`src/rtl/mcast_hash_filter.sv`:
```
module mcast_hash_filter #(
  parameter int          IDX_W      = 9,
  parameter int          ADDR_BYTES = 6,
  parameter logic [31:0] POLY       = 32'hEDB88320
) (
  input  logic           clk,
  input  logic           rst_n,
  input  logic           in_valid,
  input  logic           in_first,
  input  logic [7:0]     in_byte,
  input  logic           promisc,
  input  logic           tbl_wr,
  input  logic [IDX_W:0] tbl_wdata,
  output logic           dec_valid,
  output logic           dec_accept
);
  localparam int TBL   = 1 << IDX_W;
  localparam int CNT_W = $clog2(ADDR_BYTES + 1);
  localparam logic [CNT_W-1:0] LAST = CNT_W'(ADDR_BYTES - 1);
  localparam logic [CNT_W-1:0] DONE = CNT_W'(ADDR_BYTES);

  function automatic logic [31:0] crc_byte(input logic [31:0] c, input logic [7:0] b);
    logic [31:0] r;
    r = c ^ {24'd0, b};
    for (int k = 0; k < 8; k++)
      r = r[0] ? ((r >> 1) ^ POLY) : (r >> 1);
    return r;
  endfunction

  logic [TBL-1:0]   tbl_q;
  logic [31:0]      crc_q;
  logic [CNT_W-1:0] cnt_q;
  logic             grp_q;

  logic [CNT_W-1:0] cnt_cur;
  logic [31:0]      crc_nx;
  logic [IDX_W-1:0] idx;
  logic             take, last, grp_cur;

  assign cnt_cur = in_first ? '0 : cnt_q;
  assign take    = in_valid && (cnt_cur != DONE);
  assign last    = take && (cnt_cur == LAST);
  assign crc_nx  = crc_byte(in_first ? 32'hFFFFFFFF : crc_q, in_byte);
  assign grp_cur = in_first ? in_byte[0] : grp_q;

  for (genvar i = 0; i < IDX_W; i++) begin : g_idx
    assign idx[i] = crc_nx[IDX_W-1-i];
  end

  always_ff @(posedge clk) begin
    if (!rst_n) begin
      tbl_q      <= '0;
      crc_q      <= 32'hFFFFFFFF;
      cnt_q      <= '0;
      grp_q      <= 1'b0;
      dec_valid  <= 1'b0;
      dec_accept <= 1'b0;
    end else begin
      if (tbl_wr) tbl_q[tbl_wdata[IDX_W-1:0]] <= tbl_wdata[IDX_W];
      if (take) begin
        crc_q <= crc_nx;
        cnt_q <= cnt_cur + 1'b1;
        grp_q <= grp_cur;
      end
      dec_valid  <= last;
      dec_accept <= last && (promisc || (grp_cur && tbl_q[idx]));
    end
  end

  // decision is a one-cycle pulse, accept never outside it
  p_pulse_r4: assert property (@(posedge clk) disable iff (!rst_n)
    dec_valid |=> !dec_valid);
  p_accept_gated_r4: assert property (@(posedge clk) disable iff (!rst_n)
    dec_accept |-> dec_valid);
  // promiscuous forces accept
  p_promisc_r7: assert property (@(posedge clk) disable iff (!rst_n)
    (last && promisc) |=> (dec_valid && dec_accept));
  // unicast never passes through the table
  p_unicast_r6: assert property (@(posedge clk) disable iff (!rst_n)
    (last && !promisc && !grp_cur) |=> (dec_valid && !dec_accept));
  // byte counter never passes the address length
  p_cnt_bound_r9: assert property (@(posedge clk) disable iff (!rst_n)
    cnt_q <= DONE);
endmodule

```
`config.mk`:
```
export PLATFORM = sky130hd
export DESIGN_NAME = mcast_hash_filter
export DESIGN_NICKNAME = d
export VERILOG_FILES = /design/src/rtl/mcast_hash_filter.sv
export SDC_FILE = /design/constraint.sdc
export NUM_CORES = 1
export LEC_CHECK = 0
export BUFFER_PORTS_ARGS = -buffer_cell sky130_fd_sc_hd__buf_2
export CAP_MARGIN = 20
export CELL_PAD_IN_SITES_DETAIL_PLACEMENT = 0
export CELL_PAD_IN_SITES_GLOBAL_PLACEMENT = 1
export CORE_ASPECT_RATIO = 0.75
export CORE_MARGIN = 2
export CORE_UTILIZATION = 50
export DETAILED_ROUTE_END_ITERATION = 10
export PLACE_DENSITY = 0.78
export SLEW_MARGIN = 20
export SYNTH_ARGS = -nofsm -noshare
export SYNTH_HDL_FRONTEND = slang
export SYNTH_SLANG_ARGS = --single-unit
```
`constraint.sdc`:
```
create_clock -name clk -period 6.4 [get_ports clk]
set_input_delay 0.32 -clock clk [delete_from_list [all_inputs] [get_ports clk]]
set_output_delay 0.32 -clock clk [all_outputs]
set_load 0.05 [all_outputs]
```
==> results of run 1 <==
state kept, by name (all words and copies together) (netlist names):
name,cells
crc_q,32
grp_q,1
dec_valid,1
tbl_q,512
cnt_q,3
dec_accept,1
metrics by stage:
stage          std cells  total power, W  hold WS [ns]
4_1_cts             3851         0.00902        0.0843
3_5_place_dp        3750         0.00567         0.473
6_report            3855         0.00910        0.0987
2_1_floorplan       3283         0.00490         0.407
5_1_grt             3852         0.00929         0.126
3_3_place_gp        3747         0.00565         0.461
worst max-delay path, delay by kind of cell (launching register included):
family / cells / cell delay [ns]
buffers and inverters: 1 / 0.27
and+or+nand+nor: 4 / 1.17
DFF: 1 / 0.56
xor gates and xnor gates: 1 / 0.16
muxes: 1 / 0.54
AOI/OAI and AO/OA: 5 / 1.53
power breakdown:
part | switching, W | internal, W | total [W]
combinational | 0.00151 | 0.000688 | 0.00220
clock | 0.00146 | 0.00195 | 0.00341
sequential | 0.0000329 | 0.00346 | 0.00349
total | 0.00300 | 0.00610 | 0.00910
logic make-up after synthesis:
logic type	count (synthesis)	share of synthesized area, %
mux	143	9.06
xor+xnor	96	3.22
buf+inv	364	5.42
simple gates	954	16.0
fa+ha+maj	3	0.133
flops	550	39.2
compound gates	1173	27.0
routing by layer:
metal,routed length [µm],global-route usage [%],vias to the layer above
met5,13,0,-
met4,4830,15.8,2
met3,14800,9.66,368
met2,46000,52.9,1930
met1,45800,53.2,13196
li1,-,-,11482
cell usage in the layout, fill, tap and decap left out, drive strengths merged, types with 14 or more instances in the layout:
master and instances:
nand3 565, dfxtp 550, o21ai 527, a21boi 514, nand2 213, nor2 105
buf 96, clkbuf 88, mux4 87, xnor2 69, mux2i 49, o211ai 35
xor2 26, a32oi 18, a21oi 15, nor3 14
area by class of cell:
class                   instances  area [µm²]
flip-flops and latches        550       11000
repair buffers                 97         808
multi-input cells            2369       15900
inverters                       5        18.8
clock buffers                  88        1760
clock inverters                12         120
diodes                          3        7.51
well taps                     731         915
fillers                      5069       25200
how the worst max path moves through the flow:
stage                          start                    end  slack [ns]  depth (start not counted)
3_3_place_gp                in_first  dec_accept$_SDFF_PN0_        2.07                         13
2_1_floorplan               in_first  dec_accept$_SDFF_PN0_        3.38                         12
4_1_cts        crc_q[0]$_SDFFE_PN1P_  dec_accept$_SDFF_PN0_        2.14                         13
3_5_place_dp                in_first  dec_accept$_SDFF_PN0_        1.99                         14
5_1_grt        crc_q[0]$_SDFFE_PN1P_  dec_accept$_SDFF_PN0_        1.77                         13
6_report       crc_q[0]$_SDFFE_PN1P_  dec_accept$_SDFF_PN0_        1.98                         12
timing repair:
item | 4_1_cts | 5_1_grt
setup endpoints to repair | 0 | 0
hold endpoints to repair | 1 | 0
hold buffers | 1 | 0
==> reports/summary.txt, run 1 <==
status -> complete, no violations
Most Frequent Cell on Critical Path -> a31oi_1
DRT Pass-1 Iters -> 6
largest area contributor in the netlist -> dfxtp_1
synth-to-layout area growth -> 8.48%
CTS sink cnt -> 550
Syn Std Cell Area -> 28100 µm²
Total GRT Usage -> 37.2%
RSZ-0062 raised after global routing -> false
cell chain of the critical path -> xnor2_1 > o21ai_1 > a211oi_4 > nor2_4 > buf_12 > mux4_2 > nand2_1 > nand3_1 > a31oi_1 > o31ai_1 > nand4_1 > a31oi_1
reg-to-reg startpoint -> crc_q[0]$_SDFFE_PN1P_
Final Instance Area -> 30500 µm²
MaxCap Viol Count -> 0
clock tree buffer depth -> 3
critical path arrival -> 4.93 ns
worst hold path type -> input pin to flop
Hold EP -> crc_q[9]$_SDFFE_PN1P_
post-DP HPWL -> 62500 µm
period utilisation layout -> 69.1%
die area -> 58200 µm²
CP peak stage delay -> 0.77 ns
startpoint types -> flop
Final ANT Viol Nets -> 0
Worst-Skew Late Latency -> 0.64 ns
CP max-delay cell -> nor2_4
Worst Setup End Kind -> flop
Row Count -> 75
worst slew pin tran -> 1.24 ns
Commonest cells post-synth -> 565 x nand3_1, 550 x dfxtp_1, 524 x o21ai_0
most common cell in the netlist -> nand3_1
DRC -> 0
final net count -> 3107
min-delay src -> in_byte[7]
fin crit period -> 4.42 ns
post-CTS setup buffer count -> 0
clock root cell -> clkbuf_16
final core utilization -> 54.7%
CTS tree -> yes
post-place instance area -> 28600 µm²
clock transition at the registers of the reported paths -> 0.07 ns
number of synthesized flops with an enable pin -> 0
Die X -> 278 µm
Post-Route Skew -> 0.0301 ns
Critical Setup Path Class -> flop to flop
Crit Path Max Fanout -> 20
Synth area leaders -> dfxtp_1 39%, a21boi_0 14%, nand3_1 10%
#FFs+latches synth -> 550
Async SR Flop Fraction -> 0%
first-pass GRT wire length -> 164000 µm
worst rel slew slack -> 17.1%
initial core utilization -> 50.5%
Via density -> 7.00
Final Max Slew Viols -> 0
setup slack, reg-to-reg -> 1.98 ns
cells after synthesis -> 3283
Top FF cell, synth -> dfxtp_1
PortBufs -> 25
Placer Congestion -> 0.909
largest net degree at the start of global routing -> 293
crit path setup slack, layout -> 1.98 ns
vias in the first global route -> 25046
CP required -> 6.91 ns
top cell type's share of synthesized area -> 39.2%
layout cell share with drive strength beyond 1 -> 11.6%
Fin. Hold Viols -> 0
reg2reg end -> dec_accept$_SDFF_PN0_
Final Setup Violations -> 0
grt ovf -> 0
Avg Inst Size Synth -> 8.57 µm²
post_cts resized -> 0
R2R depth -> 12
initial antenna violation count -> 2
final wirelength -> 111000 µm
yosys warns -> 0
sequential area share after synthesis -> 39.2%
Avg WL per Cell -> 28.9 µm
CTS H-tree depth -> 2
Netlist cell types -> 79
total CTS buffers -> 57
total number of vias -> 26978
power per cell area -> 298 nW/µm²
Place WS -> 1.99 ns
DR iter-0 viols -> 4587
leakage -> 9.35 nW
Fmax achieved -> 226 MHz
I/O pins -> 26
hold depth -> 3
core box area -> 55700 µm²
setup TNS -> 0 ns
die span in y -> 209 µm
syn_nets -> 3310
worst vdd ir -> 0.219 mV
(Power assumes the default switching activity.)
==> inputs of run 2 (changes only) <==
--- a/config.mk
+++ b/config.mk
@@ -11,9 +11,9 @@
 export CELL_PAD_IN_SITES_GLOBAL_PLACEMENT = 1
 export CORE_ASPECT_RATIO = 0.75
 export CORE_MARGIN = 2
-export CORE_UTILIZATION = 50
+export CORE_UTILIZATION = 49
 export DETAILED_ROUTE_END_ITERATION = 10
-export PLACE_DENSITY = 0.78
+export PLACE_DENSITY = 0.77
 export SLEW_MARGIN = 20
 export SYNTH_ARGS = -nofsm -noshare
 export SYNTH_HDL_FRONTEND = slang
==> constraint.sdc (replaced) <==
create_clock -name clk -period 4.6 [get_ports clk]
set_input_delay 0.23 -clock clk [delete_from_list [all_inputs] [get_ports clk]]
set_output_delay 0.23 -clock clk [all_outputs]
set_load 0.05 [all_outputs]
==> run 2 against run 1 <==
  * First-iteration DRC count is 11% lower
  * Sequential power is 39% higher
  * Largest power group unchanged
  * Core utilization is 0.83 points lower
  * Non-clock buffer count is 14 higher
  * Worst setup slack worse by 1.5 ns
  * Critical path depth is 2 lower
  * Highest routed layer unchanged
==> reports/summary.txt, run 2 (same netlist as run 1, synthesis figures left out) <==
Die X -> 281 µm (+1.0%)
vias in the first global route -> 25069 (+0.092%)
CP peak stage delay -> 1.15 ns (+0.38 ns)
min-delay src -> in_byte[3]
final wirelength -> 111000 µm (about the same)
Logic pwr share -> 24.7% (+0.6 points)
initial core utilization -> 49.3% (-1.2 points)
Regs by FF count -> tbl_q x512, crc_q x32, cnt_q x3
worst hold path type -> input pin to flop
CP required -> 5.18 ns (-1.73 ns)
PnR Total Power -> 0.0126 W (+39%)
CP max-delay cell -> xor3_2
DRC -> 0 (unchanged)
first-pass GRT wire length -> 164000 µm (about the same)
leakage -> 9.48 nW (+1.4%)
CTS sink cnt -> 550 (unchanged)
final net count -> 3121 (+0.45%)
commonest non-fill, non-tap cells in the layout -> 561 x nand3_1, 550 x dfxtp_1, 524 x o21ai_0
Via density -> 6.89 (-1.5%)
clock tree buffer depth -> 3 (unchanged)
grt ovf -> 0 (unchanged)
Total GRT Usage -> 36.7% (-0.46 points)
Final ANT Viol Nets -> 0 (unchanged)
post_cts resized -> 0 (unchanged)
clock transition at the registers of the reported paths -> 0.07 ns (about the same)
R2R depth -> 10 (-2)
Fin. Hold Viols -> 0 (unchanged)
critical path arrival -> 4.70 ns (-0.23 ns)
period utilisation layout -> 89.4% (+20 points)
fin crit period -> 4.11 ns (-0.307 ns)
max reg flops -> 512 (unchanged)
Switch Pwr -> 0.00419 W (+39%)
Net Sw Frac -> 33.2% (+0.18 points)
synth-to-layout area growth -> 9.35%
power per cell area -> 411 nW/µm² (+38%)
core box area -> 57100 µm² (+2.4%)
Post-Route Skew -> 0.0305 ns (+0.000418 ns)
post-DP HPWL -> 64300 µm (+2.9%)
most common cell after layout, fill and taps aside -> nand3_1
internal cell power -> 0.00844 W (+38%)
Row Count -> 76 (+1.3%)
cell chain of the critical path -> xnor2_1 > o21ai_1 > nand2_2 > xor3_2 > mux4_2 > nand2_1 > and3_1 > o31ai_1 > nand4_1 > a31oi_1
I/O pins -> 26 (unchanged)
Worst Setup End Kind -> flop
CTS tree -> yes
RSZ-0062 raised after global routing -> false
DRT Pass-1 Iters -> 6 (unchanged)
Fmax achieved -> 243 MHz (+7.5%)
Fill cells -> 5158 (+1.8%)
DR iter-0 viols -> 4090 (-11%)
Critical Setup Path Class -> flop to flop
worst rel slew slack -> 15.4% (-1.7 points)
MaxCap Viol Count -> 0 (unchanged)
total number of vias -> 26742 (-0.87%)
worst slew pin tran -> 1.27 ns (+0.0268 ns)
Final Setup Violations -> 0 (unchanged)
total CTS buffers -> 57 (unchanged)
Worst-Skew Late Latency -> 0.65 ns (about the same)
PortBufs -> 25 (unchanged)
Crit Path Max Fanout -> 29 (+45%)
crit path setup slack, layout -> 0.487 ns (-1.49 ns)
clock root cell -> clkbuf_16
initial antenna violation count -> 5 (+3)
most flop-heavy register -> tbl_q
Placer Congestion -> 0.935 (+2.9%)
Clk pwr share -> 36.8% (-0.7 points)
die span in y -> 211 µm (+1.0%)
reg-to-reg startpoint -> crc_q[0]$_SDFFE_PN1P_
post-CTS setup buffer count -> 0 (unchanged)
startpoint types -> flop
setup TNS -> 0 ns (unchanged)
Avg WL per Cell -> 28.7 µm (-0.75%)
largest net degree at the start of global routing -> 179 (-39%)
worst setup path startpoint -> crc_q[0]$_SDFFE_PN1P_
status -> complete, no violations
Final Max Slew Viols -> 0 (unchanged)
layout cell share with drive strength beyond 1 -> 12.0% (+0.42 points)
die area -> 59300 µm² (+2.0%)
hold depth -> 3 (unchanged)
CTS H-tree depth -> 2 (unchanged)
Sequential Power Share -> 38.5% (about the same)
Place WS -> 0.530 ns (-1.46 ns)
worst vdd ir -> 0.295 mV (+35%)
-- run 2: metrics by stage --
stage               std cells  instance area [µm²]  utilization [%]  hold WS (ns)
detailed placement       3770                28800             50.4         0.473
global route             3878                30700             53.9        0.0389
floorplan                3283                28100                -         0.317
global placement         3765                28700             50.2         0.462
finish                   3881                30800             53.9        0.0266
CTS                      3874                30600             53.6        0.0126
-- run 2: area by class of cell --
type                       instances  area, µm²  area share, %
multi-input combinational       2369      15900           51.7
sequential                       550      11000           35.8
clock buffer                      93       1760           5.74
timing repair buffer             111       1060           3.46
tap                              741        927           3.01
clock inverter                     9       48.8          0.159
inverter                           5       18.8         0.0610
antenna                            3       7.51         0.0244
-- run 2: metal layers --
layer,GRT usage (%),routed length (µm),vias to the layer above
met5,0.827,80,-
met4,13.5,3930,4
met3,9.26,14500,288
met2,52.0,46300,1774
met1,53.5,46600,13176
li1,-,-,11500
-- run 2: worst max-delay path: cells and delay by family (launching register included) --
kind / cells / cell delay (ns)
AOI/OAI and AO/OA: 3 / 1.11
muxes: 1 / 0.36
DFF: 1 / 0.57
xor gates and xnor gates: 2 / 1.32
and+or+nand+nor: 4 / 0.65
-- run 2: worst paths after layout --
kind	end	slack, ns
hold reg to reg	tbl_q[190]$_SDFFE_PN0P_	0.48
setup reg to reg	dec_accept$_SDFF_PN0_	0.49
hold / removal	crc_q[11]$_SDFFE_PN1P_	0.03
setup / recovery	dec_accept$_SDFF_PN0_	0.49
-- run 2: what timing repair did --
item	4_1_cts	5_1_grt
hold buffers	2	0
setup endpoints to repair	0	0
endpoints found under the hold margin	3	0
-- run 2: power by group through the flow --
stage	clock, W	sequential, W	combinational [W]
after floorplan	0	0.00494	0.00188
after global placement	0	0.00496	0.00298
after detailed placement	0	0.00496	0.00299
after CTS	0.00466	0.00486	0.00300
after global routing	0.00485	0.00486	0.00319
final	0.00464	0.00486	0.00312
